===== src/rtl/uirq_pkg.sv =====
package uirq_pkg;
   localparam int NSRC = 8;
   localparam int SIDX_W = $clog2(NSRC);

   localparam int S_LINE  = 0;
   localparam int S_RXTO  = 1;
   localparam int S_RXDAT = 2;
   localparam int S_TXRDY = 3;
   localparam int S_MODEM = 4;
   localparam int S_XOFF  = 5;
   localparam int S_FLOW  = 6;
   localparam int S_WAKE  = 7;

   localparam logic [7:0] CODE_IDLE = 8'h01;

   function automatic logic [7:0] src_code(input logic [SIDX_W-1:0] s);
      logic [7:0] c;
      case (s)
         3'd0:    c = 8'h06;
         3'd1:    c = 8'h0C;
         3'd2:    c = 8'h04;
         3'd3:    c = 8'h02;
         3'd4:    c = 8'h00;
         3'd5:    c = 8'h10;
         3'd6:    c = 8'h20;
         default: c = 8'h30;
      endcase
      return c;
   endfunction
endpackage


===== src/rtl/uirq_flag.sv =====
module uirq_flag (
   input  logic clk,
   input  logic rst_n,
   input  logic set,
   input  logic clr,
   output logic q
);
   always_ff @(posedge clk or negedge rst_n) begin
      if (!rst_n)   q <= 1'b0;
      else if (set) q <= 1'b1;
      else if (clr) q <= 1'b0;
   end

   // a set in the same cycle as a clear leaves the flag pending
   a_r12_set_wins: assert property (@(posedge clk) disable iff (!rst_n)
      set |=> q);
endmodule


===== src/rtl/uirq_rise.sv =====
module uirq_rise (
   input  logic clk,
   input  logic rst_n,
   input  logic arm,
   input  logic lvl,
   output logic rise
);
   logic prev_q;

   always_ff @(posedge clk or negedge rst_n) begin
      if (!rst_n) prev_q <= 1'b1;
      else        prev_q <= lvl;
   end

   assign rise = arm & lvl & ~prev_q;
endmodule


===== src/rtl/uirq_pick.sv =====
module uirq_pick #(
   parameter int N  = 8,
   localparam int IW = $clog2(N)
) (
   input  logic          clk,
   input  logic          rst_n,
   input  logic [N-1:0]  act,
   output logic          any,
   output logic [IW-1:0] idx,
   output logic [N-1:0]  grant
);
   logic [N:0] blocked;

   if (N < 2) begin : g_bad_n
      $error("uirq_pick needs at least two sources");
   end

   assign blocked[0] = 1'b0;
   for (genvar i = 0; i < N; i++) begin : g_chain
      assign grant[i]     = act[i] & ~blocked[i];
      assign blocked[i+1] = blocked[i] | act[i];
   end
   assign any = blocked[N];

   always_comb begin
      idx = '0;
      for (int i = N - 1; i >= 0; i--) begin
         if (act[i]) idx = IW'(i);
      end
   end

   // at most one source wins, and it is the one named by idx
   a_r1_single_grant: assert property (@(posedge clk) disable iff (!rst_n)
      $onehot0(grant) && (any == (grant != '0)));
   a_r1_grant_idx: assert property (@(posedge clk) disable iff (!rst_n)
      any |-> grant[idx]);
endmodule


===== src/rtl/uart_irq_prioritizer.sv =====
module uart_irq_prioritizer
   import uirq_pkg::*;
#(
   parameter int STAT_W = 8,
   parameter logic [NSRC-1:0] LEVEL_MASK = 8'b0000_0100
) (
   input  logic              clk,
   input  logic              rst_n,
   input  logic              line_err,
   input  logic              rx_tout,
   input  logic              rx_trig,
   input  logic              tx_empty,
   input  logic              modem_chg,
   input  logic              xoff_det,
   input  logic              cts_in,
   input  logic              rts_out,
   input  logic              auto_cts_on,
   input  logic              auto_rts_on,
   input  logic              wake_up,
   input  logic [NSRC-1:0]   src_en,
   input  logic              isr_rd,
   input  logic              rhr_rd,
   input  logic              thr_wr,
   input  logic              lsr_rd,
   input  logic              msr_rd,
   output logic              irq,
   output logic [STAT_W-1:0] irq_status
);
   logic [NSRC-1:0]   set_v, clr_v, pend, act, grant;
   logic [SIDX_W-1:0] win;
   logic              win_ok;
   logic              cts_rise, rts_rise;
   logic [7:0]        code;

   if (STAT_W < 6) begin : g_bad_w
      $error("irq_status must be at least 6 bits wide");
   end

   uirq_rise u_cts (.clk(clk), .rst_n(rst_n), .arm(auto_cts_on), .lvl(cts_in),  .rise(cts_rise));
   uirq_rise u_rts (.clk(clk), .rst_n(rst_n), .arm(auto_rts_on), .lvl(rts_out), .rise(rts_rise));

   assign set_v[S_LINE]  = line_err;
   assign set_v[S_RXTO]  = rx_tout;
   assign set_v[S_RXDAT] = rx_trig;
   assign set_v[S_TXRDY] = tx_empty;
   assign set_v[S_MODEM] = modem_chg;
   assign set_v[S_XOFF]  = xoff_det;
   assign set_v[S_FLOW]  = cts_rise | rts_rise;
   assign set_v[S_WAKE]  = wake_up;

   function automatic logic rd_hit(input logic ok, input logic [SIDX_W-1:0] w, input int s);
      return ok && (w == SIDX_W'(s));
   endfunction

   assign clr_v[S_LINE]  = lsr_rd;
   assign clr_v[S_RXTO]  = rhr_rd;
   assign clr_v[S_RXDAT] = 1'b0;
   assign clr_v[S_TXRDY] = thr_wr | (isr_rd & rd_hit(win_ok, win, S_TXRDY));
   assign clr_v[S_MODEM] = msr_rd;
   assign clr_v[S_XOFF]  = isr_rd & rd_hit(win_ok, win, S_XOFF);
   assign clr_v[S_FLOW]  = isr_rd & rd_hit(win_ok, win, S_FLOW);
   assign clr_v[S_WAKE]  = isr_rd & rd_hit(win_ok, win, S_WAKE);

   for (genvar i = 0; i < NSRC; i++) begin : g_src
      if (LEVEL_MASK[i]) begin : g_level
         assign pend[i] = set_v[i] & ~clr_v[i];
      end else begin : g_sticky
         uirq_flag u_flag (.clk(clk), .rst_n(rst_n), .set(set_v[i]), .clr(clr_v[i]), .q(pend[i]));
      end
   end

   assign act = pend & src_en;

   uirq_pick #(.N(NSRC)) u_pick (
      .clk(clk), .rst_n(rst_n), .act(act), .any(win_ok), .idx(win), .grant(grant));

   assign code       = win_ok ? src_code(win) : CODE_IDLE;
   assign irq        = win_ok;
   assign irq_status = STAT_W'(code);

   // no request means the idle code is shown
   a_r2_idle_code: assert property (@(posedge clk) disable iff (!rst_n)
      !irq |-> (irq_status == STAT_W'(CODE_IDLE)));
   // a reported line-status source survives anything but lsr_rd
   a_r3_line_sticky: assert property (@(posedge clk) disable iff (!rst_n)
      (grant[S_LINE] && !lsr_rd) |=> pend[S_LINE]);
   // receive data is never reported once the trigger level is gone
   a_r5_rx_level: assert property (@(posedge clk) disable iff (!rst_n)
      !rx_trig |-> !grant[S_RXDAT]);
   // a holding-register write clears transmit ready
   a_r6_thr_clears: assert property (@(posedge clk) disable iff (!rst_n)
      (thr_wr && !tx_empty) |=> !pend[S_TXRDY]);
   // no flow edge source can appear while both auto modes are off
   a_r9_needs_auto: assert property (@(posedge clk) disable iff (!rst_n)
      (!auto_cts_on && !auto_rts_on && !pend[S_FLOW]) |=> !pend[S_FLOW]);
   // a masked modem source stays latched
   a_r11_mask_keeps: assert property (@(posedge clk) disable iff (!rst_n)
      (pend[S_MODEM] && !src_en[S_MODEM] && !msr_rd) |=> pend[S_MODEM]);
endmodule


===== config.mk =====
export PLATFORM = sky130hd
export DESIGN_NAME = uart_irq_prioritizer
export DESIGN_NICKNAME = d
export VERILOG_FILES = /design/src/rtl/uirq_pkg.sv /design/src/rtl/uirq_flag.sv /design/src/rtl/uirq_rise.sv /design/src/rtl/uirq_pick.sv /design/src/rtl/uart_irq_prioritizer.sv
export SDC_FILE = /design/constraint.sdc
export NUM_CORES = 1
export LEC_CHECK = 0
export BUFFER_PORTS_ARGS = -buffer_cell sky130_fd_sc_hd__buf_2
export CAP_MARGIN = 20
export CORE_AREA = 2 2 42 44
export DETAILED_ROUTE_END_ITERATION = 12
export DIE_AREA = 0 0 44 46
export HOLD_SLACK_MARGIN = 0.1
export PLACE_DENSITY = 0.78
export SYNTH_ARGS = -nofsm -noshare
export SYNTH_HDL_FRONTEND = slang
export SYNTH_SLANG_ARGS = --single-unit

===== constraint.sdc =====
create_clock -name clk -period 2.2 [get_ports clk]
set_input_delay 0.66 -clock clk [delete_from_list [all_inputs] [get_ports clk]]
set_output_delay 0.66 -clock clk [all_outputs]
set_load 0.01 [all_outputs]

After elaboration in Yosys (flattened, before gate mapping)
Index checks and enable logic that the tools add are counted.
- reductions and logical operators: 12
- multiplexer cells: 24
- bitwise operators: 20
- equal/unequal tests: 7
- operator list (kind ; number):
    $pmux 6 s7 ; 1
    $mux 3 ; 8
    $mux 1 ; 14
    $reduce_bool 2->1 ; 7
    $eq 3x3->1 const B ; 4
    $or 1x1->1 ; 9
    $and 1x1->1 ; 8
    $and 8x8->8 ; 1
    $mux 8 ; 1
    $eq 3x2->1 const B ; 2
    $logic_and 1x1->1 ; 4
    $eq 3x1->1 const B ; 1
    $logic_not 3->1 ; 1
    $not 1->1 ; 2
- flip-flop bits (word level): 9
- input bits: 26

Depth between registers and ports, before layout
Gate-level depths: netlist of the first run.
- word-level depth: 15
- depth in mapped cells: 5
- depth with buffers taken out: 5

By module
A second synthesis of the first run with hierarchy kept.
- cell total of the unflattened synthesis: 75
- area, all modules: 631.9 sq um
- modules (own cells, without submodules) (module ; area an instance (sq um) ; cells each ; times used ; sequential area each (sq um)):
    uirq_flag ; 36.3 ; 3 ; 7 ; 25.0
    uart_irq_prioritizer ; 166.4 ; 27 ; 1 ; 0.0
    uirq_pick ; 141.4 ; 23 ; 1 ; 0.0
    uirq_rise ; 35.0 ; 2 ; 2 ; 26.3

Worst setup path after synthesis of the first run
No wires, ideal clock.
- path kind: input port to output port
- from: in src_en[1]
- to: out irq
- data arrival time: 1.782 ns
- stages on the path: 4
- data required time: 1.540 ns
- slack: -0.242 ns
- cell sequence: a222oi_1 nand2_1 nor3_1 inv_2
- word-level cells in the longest chain between the ends: 8
- ends and longest elaborated chain (element ; line ; source):
    start, declared ; uart_irq_prioritizer.sv:20 ; input logic [NSRC-1:0] src_en,
    $and 8x8->8 ; uart_irq_prioritizer.sv:72 ; assign act = pend & src_en;
    $or 1x1->1 (7 in series) ; uirq_pick.sv:21 ; assign blocked[i+1] = blocked[i] | act[i];
    end, declared ; uart_irq_prioritizer.sv:26 ; output logic irq,
Every way passes these cells.

Worst setup path after layout of the first run
Ends and elaborated chain as after synthesis.

==> metrics.cfg, run 1 <==
[critical_path]
critPathSlowestCell = a222oi_1
critPathArrivalTime_ps = 1750
critPathRequiredTime_ps = 1540
crit_path_max_incr_delay_ps = 370
path_cells = buf_6 -> a222oi_1 -> buf_4 -> nand2_1 -> nor3_4 -> inv_2 -> buf_2
crit_path_start_kind = input pin
worstSetupPathType = in2out
crit_fanout = 4
worst_setup_path_end_kind = primary output

[timing]
period_share = 1.10
finalHoldViolations = 0
period_minus_slack_ps = 2410
slew_viol_final = 0
setup_viol = 5
rsz0062_at_grt = true
max_freq_mhz = 414
tns_ps = -832
skew_ps = 0.269
worst_slack_ps = -213

[detailed_routing]
wl_per_cell_um = 13.1
ant_nets = 0
dr.pass1.iters = 4
drt_iter0_drc = 48
vias = 616
vias_per_cell = 5.13
drcViolationCount = 0
wirelength_um = 1570

[yosys]
synth_area_leaders = dfrtp_1 (34%), dfstp_2 (10%), nand2_1 (7.3%)
ys_seq_area_frac = 0.441
synth_largest_area_cell = dfrtp_1
synthDistinctLibCells = 26
synth_compound_area_frac = 0.293
netlist_area_um2 = 517
async_flop_share = 1.00
avgSynthCellArea_um2 = 8.91
ys_warn_count = 0
synth-adder-area-share = 0
synth_top_area_share = 0.339
synthFlopType = dfrtp_1
ys_seq_elements = 9
syn_inst = 58
synth_top_family_by_area = compound AO/OA/AOI/OAI gates
synth_mux_area_frac = 0
synth_enable_flop_cells = 0
synthSimpleGateAreaFrac = 0.172
synth_xor_area_frac = 0

[clock_tree]
clkTransAtPathRegs_ps = 60
clkSinkCount = 9
cts_buffers = 3
root_buffer = clkbuf_4
clock_path_buffers = 2
h-tree-depth = 1
cts_tree = built
ctsHoldBuffers = 0
clock_latency_ps = 250

[grt]
grt_pass1_vias = 578
grt_first_pass_wirelength_um = 2500
grt_max_degree = 10
grt_overflow = 0
antenna_found_initial = 0
grt_usage = 0.174

[power_and_ir_drop]
leakagePower_nw = 0.439
p_per_area_nw_per_um2 = 516
worst_ir_drop_vdd_mv = 0.247

[hold_path]
hold_class = in2async

[place]
io_buffers = 32
dp_cells = 114
dpl_cell_area_um2 = 762
gp_congestion = 0.881
hpwl_um = 1310

[final_layout]
final_cells = 120
fin_area_um2 = 816
nets = 130
fillers = 155
antennaDiodeCount = 0
drive_above_1_share = 0.495
syn_to_final_growth_pct = 57.9

[job]
cap_viol_max_count = 0

[die]
start_util = 0.320
num_rows = 15
die_y_um = 46
coreArea_um2 = 1610
ios = 35
die_area_um2 = 2020
die_x_um = 44

[status]
failed_checks = negative setup slack
status = complete, but fails checks

## metal layers
metal  wire (µm)  up-vias  share of wire  GRT usage
li1            -      296              -          -
met1         557      278           0.35      0.182
met2         884       34           0.56      0.318
met3          87        8          0.055     0.0278
met4          45        0          0.029      0.115
met5           0        -              0          0
## cell type report
type / count / area, µm² / share of cell area
Clock buffer: 4 / 26.3 / 0.0322
Inverter: 8 / 30.0 / 0.0368
Multi-Input combinational cell: 40 / 263 / 0.322
Sequential cell: 9 / 228 / 0.279
Tap cell: 17 / 21.3 / 0.0261
Timing Repair Buffer: 42 / 248 / 0.304
## power by group
part	switching [mW]	total [mW]	internal [mW]
clock	0.0531	0.123	0.0696
combinational	0.0545	0.114	0.0595
sequential	0.00806	0.184	0.176
## kinds of logic (layout without fill, tap and decap cells)
kind of cell	after synthesis	count (layout)
AND/OR/NAND/NOR	19	19
other	1	2
AO/OA/AOI/OAI	19	19
buffers and inverters	10	54
flip-flops	9	9
## registers in the layout, summed over array words and instances, names as in the netlist
signal	flops
g_src.g_sticky.u_flag.q	7
u_cts.prev_q	1
u_rts.prev_q	1
## through the flow
| stage | total power, mW | hold slack, ps | util | setup slack (ps) |
|---|---|---|---|---|
| 6_report | 0.421 | 243 | 0.505 | -213 |
| 5_1_grt | 0.449 | 242 | 0.505 | -338 |
| 4_1_cts | 0.429 | 239 | 0.515 | -161 |
| 3_5_place_dp | 0.295 | 518 | 0.472 | -183 |
| 3_3_place_gp | 0.290 | 501 | 0.472 | -105 |
| 2_1_floorplan | 0.236 | 364 | - | -69.1 |
## worst paths after layout
path,startpoint,endpoint,slack (ps),cells after the start
min reg2reg,g_src[3].g_sticky.u_flag.q,g_src[3].g_sticky.u_flag.q,540,1
max in group asynchronous,rst_n,u_rts.prev_q,1710,1
max,src_en[1],irq,-210,7
max reg2reg,g_src[1].g_sticky.u_flag.q,g_src[7].g_sticky.u_flag.q,200,7
min,rst_n,g_src[1].g_sticky.u_flag.q,240,1
min in group clk,rts_out,u_rts.prev_q,510,1
## synth_stat cells, drive strengths merged, types with 2 or more instances
master  instances
dfstp           2
inv             8
nand3           2
a21o            3
a21oi           4
buf             2
a22o            2
nand2          10
dfrtp           7
a32o            2
o32a            2
a22oi           2
## layout by cell type, fill, tap and decap left out
cell type	n
buf_2	30
nand2_1	10
buf_4	10
inv_1	7
dfrtp_1	7
a21oi_1	3
clkbuf_4	3
a22o_1	2
nand3_1	2
a22oi_1	2
a32o_1	2
a21o_1	2
o32a_1	2
conb_1	2
buf_6	2
dfstp_2	2
a222oi_1	1
nor3_4	1
inv_2	1
nand4_1	1
and2_1	1
a21oi_2	1
a31o_1	1
nand3b_1	1
a21o_2	1
o22a_1	1
and3_1	1
nor2_1	1
a211oi_1	1
nand2b_1	1
clkbuf_1	1
## what timing repair did
item / 4_1_cts / 5_1_grt
resized for setup: 2 / 0
setup endpoints to repair: 5 / 6
pin swaps: 1 / 3
gates cloned: 0 / 0
buffers inserted: 4 / 1
## critical path, delay by kind of cell
| kind | cells | cell delay, ps |
|---|---|---|
| AND/OR/NAND/NOR | 2 | 270 |
| buffers and inverters | 4 | 460 |
| AO/OA/AOI/OAI | 1 | 370 |
No activity file was read; power rests on OpenSTA's default activity.
==> run 2: changes to the inputs <==
==> constraint.sdc (replaced) <==
create_clock -name clk -period 2.2 [get_ports clk]
set_input_delay 0.44 -clock clk [delete_from_list [all_inputs] [get_ports clk]]
set_output_delay 0.44 -clock clk [all_outputs]
set_load 0.01 [all_outputs]
==> run 2 against run 1 <==
- the flow now finishes without violations
- die area did not move
- sequential power barely moved
- worst setup slack improved by 330 ps
- count of clock-buffer cells in the layout unchanged
- critical path depth shrank 2
- sequential share of layout area rose by 3.0 points
- total power fell by 6.5%
- non-clock buffer count down 8
- register-to-register slack improved by 450 ps
- clock skew up 3.6 ps
==> metrics.cfg, run 2 (synthesis results as in run 1) <==
[status]
status = finished clean

[detailed_routing]
drt_iter0_drc = 9
dr.pass1.iters = 6
drcViolationCount = 0
vias_per_cell = 5.12
ant_nets = 0
wirelength_um = 1150
vias = 573
wl_per_cell_um = 10.3

[final_layout]
final_cell_mix = buf_2 (32), nand2_1 (10), inv_1 (7), dfrtp_1 (7), a21oi_1 (4)
nets = 122
syn_to_final_growth_pct = 42.4
final_common_cell = buf_2
largest_reg_flops = 7
finish.utilization = 0.456
drive_above_1_share = 0.432
antennaDiodeCount = 0
largest-register = g_src.g_sticky.u_flag.q
reg_top3 = g_src.g_sticky.u_flag.q (7), u_cts.prev_q (1), u_rts.prev_q (1)

[die]
coreArea_um2 = 1610
start_util = 0.320
die_area_um2 = 2020
die_y_um = 46
num_rows = 15
die_x_um = 44
ios = 35

[job]
cap_viol_max_count = 0

[hold_path]
hp-start = cts_in
min_to = u_cts.prev_q
hold_class = in2reg
whs_path_depth = 1

[grt]
grt_overflow = 0
grt_first_pass_wirelength_um = 1860
use_met2 = 0.238
antenna_found_initial = 0
met1_usage = 0.127
gr-usage-met3 = 0.0119
grt_max_degree = 10
grt_usage = 0.126
grt_pass1_vias = 519
top_usage_layer = met2

[clock_tree]
clkSinkCount = 9
h-tree-depth = 1
clock_latency_ps = 250
clkTransAtPathRegs_ps = 60
cts_tree = built
cts_buffers = 3
root_buffer = clkbuf_4
post-cts-setup-buffers = 0
clock_path_buffers = 2

[timing]
skew_ps = 3.89
setup_viol = 0
tns_ps = 0
period_minus_slack_ps = 2080
finalHoldViolations = 0
period_share = 0.946
slew_viol_final = 0
max_freq_mhz = 480
rsz0062_at_grt = false

[critical_path]
crit_fanout = 5
critPathArrivalTime_ps = 1640
crit_path_max_incr_delay_ps = 390
critPathBufInv = 2
crit_path_start_kind = register
critical_path.top_delay_family = compound AO/OA/AOI/OAI gates
worstSetupPathType = reg2out
critPathRequiredTime_ps = 1760
critPathSlowestCell = dfrtp_1
ff2ff_path_depth = 4
worst_setup_path_end_kind = primary output
worstReg2RegStart = g_src[1].g_sticky.u_flag.q
r2r_end = g_src[7].g_sticky.u_flag.q
path_cells = a222oi_1 -> buf_4 -> nand4_1 -> a21oi_1 -> buf_2
regToRegSetupSlack_ps = 650

[power_and_ir_drop]
leakagePower_nw = 0.391
worst_ir_drop_vdd_mv = 0.319
p_per_area_nw_per_um2 = 535

[place]
io_buffers = 32
hpwl_um = 1020
gp_congestion = 0.739

## run 2: stage by stage
stage | cell area, µm² | instances | total power, mW | setup WS (ps) | hold WS [ps]
floorplan | 520 | 59 | 0.232 | 198 | 144
global placement | 694 | 107 | 0.275 | 195 | 296
CTS | 731 | 112 | 0.400 | 44.0 | 294
finish | 736 | 112 | 0.393 | 118 | 302
global route | 736 | 112 | 0.421 | 33.5 | 287
detailed placement | 694 | 107 | 0.277 | 148 | 297
## run 2: repair_timing
action / 4_1_cts / 5_1_grt
setup endpoints to repair: 0 / 2
endpoints found under the hold margin: 7 / 0
gates resized for setup: 0 / 1
hold buffers: 1 / 0
## run 2: how the worst max path moves through the flow
stage / start / slack (ps) / cells past startpoint / to
after floorplan: src_en[1] / 200 / 4 / irq
after global placement: src_en[1] / 200 / 6 / irq_status[0]
after detailed placement: src_en[1] / 150 / 6 / irq_status[0]
after CTS: g_src[1].g_sticky.u_flag.q / 40 / 5 / irq_status[0]
after global routing: g_src[1].g_sticky.u_flag.q / 30 / 5 / irq_status[4]
final: g_src[1].g_sticky.u_flag.q / 120 / 5 / irq_status[4]
## run 2: report_power, final
part	internal (mW)	leakage (nW)	switching, mW
sequential	0.176	0.0910	0.00751
clock	0.0693	0.0150	0.0487
combinational	0.0461	0.285	0.0456
## run 2: cell type report
cell class	count	area, µm²
repair buffers	34	178
clock buffers	4	26.3
inverters	8	30.0
well taps	17	21.3
fillers	157	878
flip-flops and latches	9	228
multi-input cells	40	253
## run 2: worst reg2reg max path: cells and delay by family, from the launching register on
| kind | cells | cell delay (ps) |
|---|---|---|
| compound gates | 2 | 700 |
| buf+inv | 1 | 200 |
| flops | 1 | 390 |
| simple gates | 1 | 140 |
## run 2: per-layer routing
metal / part of all wire / routed length (µm)
met4: 0 / 0
met2: 0.55 / 635
met1: 0.37 / 421
met5: 0 / 0
met3: 0.079 / 91
==> run 3: changes to the inputs <==
--- a/config.mk
+++ b/config.mk
@@ -12,6 +12,7 @@
 export DIE_AREA = 0 0 44 46
 export HOLD_SLACK_MARGIN = 0.1
 export PLACE_DENSITY = 0.78
+export REMOVE_ABC_BUFFERS = 1
 export SYNTH_ARGS = -nofsm -noshare
 export SYNTH_HDL_FRONTEND = slang
 export SYNTH_SLANG_ARGS = --single-unit
==> run 3 against run 2 <==
- cell count up 0.89%
- sequential share of layout area down 0.47 points
- die area unchanged
- core utilization increased by 0.70 points
- via count rose by 0.52%
- worst setup slack got worse by 51 ps
- fmax is 2.4% lower
- total power up 1.2%
- hold slack hardly changed
- design area is 1.5% higher
- wire length rose by 13%
- largest cell class unchanged
- count of clock-buffer cells in the layout unchanged
==> metrics.cfg, run 3 (synthesis results as in run 1) <==
[detailed_routing]
dr.pass1.iters = 4
drcViolationCount = 0
vias = 576
wirelength_um = 1290
vias_per_cell = 5.10
ant_nets = 0
wl_per_cell_um = 11.5
drt_iter0_drc = 11

[place]
hpwl_um = 1130
io_buffers = 32
gp_congestion = 0.687
dp_cells = 107
dpl_cell_area_um2 = 694

[power_and_ir_drop]
p_per_area_nw_per_um2 = 533
leakagePower_nw = 0.396
worst_ir_drop_vdd_mv = 0.247

[critical_path]
crit_path_start_kind = register
critPathArrivalTime_ps = 1690
crit_path_max_incr_delay_ps = 400
critPathSlowestCell = dfrtp_1
worstSetupPathType = reg2out
worst_setup_path_end_kind = primary output
critical_path.top_delay_family = compound AO/OA/AOI/OAI gates
crit_fanout = 5
critPathRequiredTime_ps = 1760
critPathBufInv = 2
path_cells = a222oi_1 -> buf_4 -> nand4_1 -> a21oi_2 -> buf_2

[timing]
period_share = 0.969
finalHoldViolations = 0
slew_viol_final = 0
whs_ps = 302
max_freq_mhz = 469
period_minus_slack_ps = 2130
skew_ps = 0.794
rsz0062_at_grt = true
setup_viol = 0

[hold_path]
hold_class = in2reg

[grt]
antenna_found_initial = 0
grt_max_degree = 10
grt_first_pass_wirelength_um = 2060
grt_overflow = 0
grt_pass1_vias = 557
grt_usage = 0.143

[die]
num_rows = 15
start_util = 0.320
coreArea_um2 = 1610
ios = 35
die_x_um = 44
die_y_um = 46
die_area_um2 = 2020

[clock_tree]
clock_path_buffers = 2
clkTransAtPathRegs_ps = 60
cts_tree = built
cts_buffers = 3
root_buffer = clkbuf_4
clock_latency_ps = 250
h-tree-depth = 1
clkSinkCount = 9

[final_layout]
fillers = 163
fin_area_um2 = 747
reg_top3 = g_src.g_sticky.u_flag.q (7), u_cts.prev_q (1), u_rts.prev_q (1)
syn_to_final_growth_pct = 44.6
drive_above_1_share = 0.448
final_common_cell = buf_2
largest_reg_flops = 7
antennaDiodeCount = 0
largest-register = g_src.g_sticky.u_flag.q
final_cell_mix = buf_2 (32), nand2_1 (10), inv_1 (7), dfrtp_1 (7)
final_cells = 113
nets = 123
finish.utilization = 0.463

[job]
cap_viol_max_count = 0

[status]
status = finished clean

run 3: layout make-up:
class,instances,area [µm²],share of cell area
Multi-Input combinational cell,40,256,0.343
Sequential cell,9,228,0.305
Timing Repair Buffer,35,185,0.248
Inverter,8,30.0,0.0402
Clock buffer,4,26.3,0.0352
Tap cell,17,21.3,0.0285
run 3: final timing paths:
kind                                            startpoint                          to  slack, ps  depth (start not counted)
min in group asynchronous                            rst_n  g_src[1].g_sticky.u_flag.q        580                          2
worst min register to register  g_src[1].g_sticky.u_flag.q  g_src[1].g_sticky.u_flag.q        530                          1
worst min-delay path                               rts_out                u_rts.prev_q        300                          1
max in group asynchronous                            rst_n                u_cts.prev_q       1380                          2
worst max-delay path            g_src[1].g_sticky.u_flag.q               irq_status[4]         70                          5
worst max register to register  g_src[1].g_sticky.u_flag.q  g_src[7].g_sticky.u_flag.q        580                          4
run 3: stage by stage:
step	setup WS [ps]	TNS [ps]	power [mW]
floorplan	198	0	0.229
global placement	205	0	0.274
detailed placement	148	0	0.277
CTS	41.5	0	0.400
global route	-60.9	-60.9	0.424
finish	67.7	0	0.398
run 3: power by group:
| part | switching, mW | internal, mW |
|---|---|---|
| Combinational | 0.0474 | 0.0484 |
| Clock | 0.0490 | 0.0693 |
| Sequential | 0.00757 | 0.176 |
| Total | 0.104 | 0.294 |
run 3: worst register-to-register path, cell delays in order, from the launching register on:
cell	delay [ps]
dfrtp_1	400
a222oi_1	360
buf_4	200
nand4_1	170
o32a_1	380
run 3: routing by layer:
| metal | up-vias | track usage | wire (µm) |
|---|---|---|---|
| li1 | 287 | - | - |
| met1 | 272 | 0.127 | 468 |
| met2 | 15 | 0.276 | 744 |
| met3 | 2 | 0.0437 | 63 |
| met4 | 0 | 0.0848 | 18 |
| met5 | - | 0 | 0 |
run 3: repair_timing:
item | in CTS | in global routing
setup endpoints to repair | 0 | 3
hold buffers | 1 | 0
setup buffers | 0 | 1
resized for setup | 0 | 2
endpoints found under the hold margin | 7 | 0
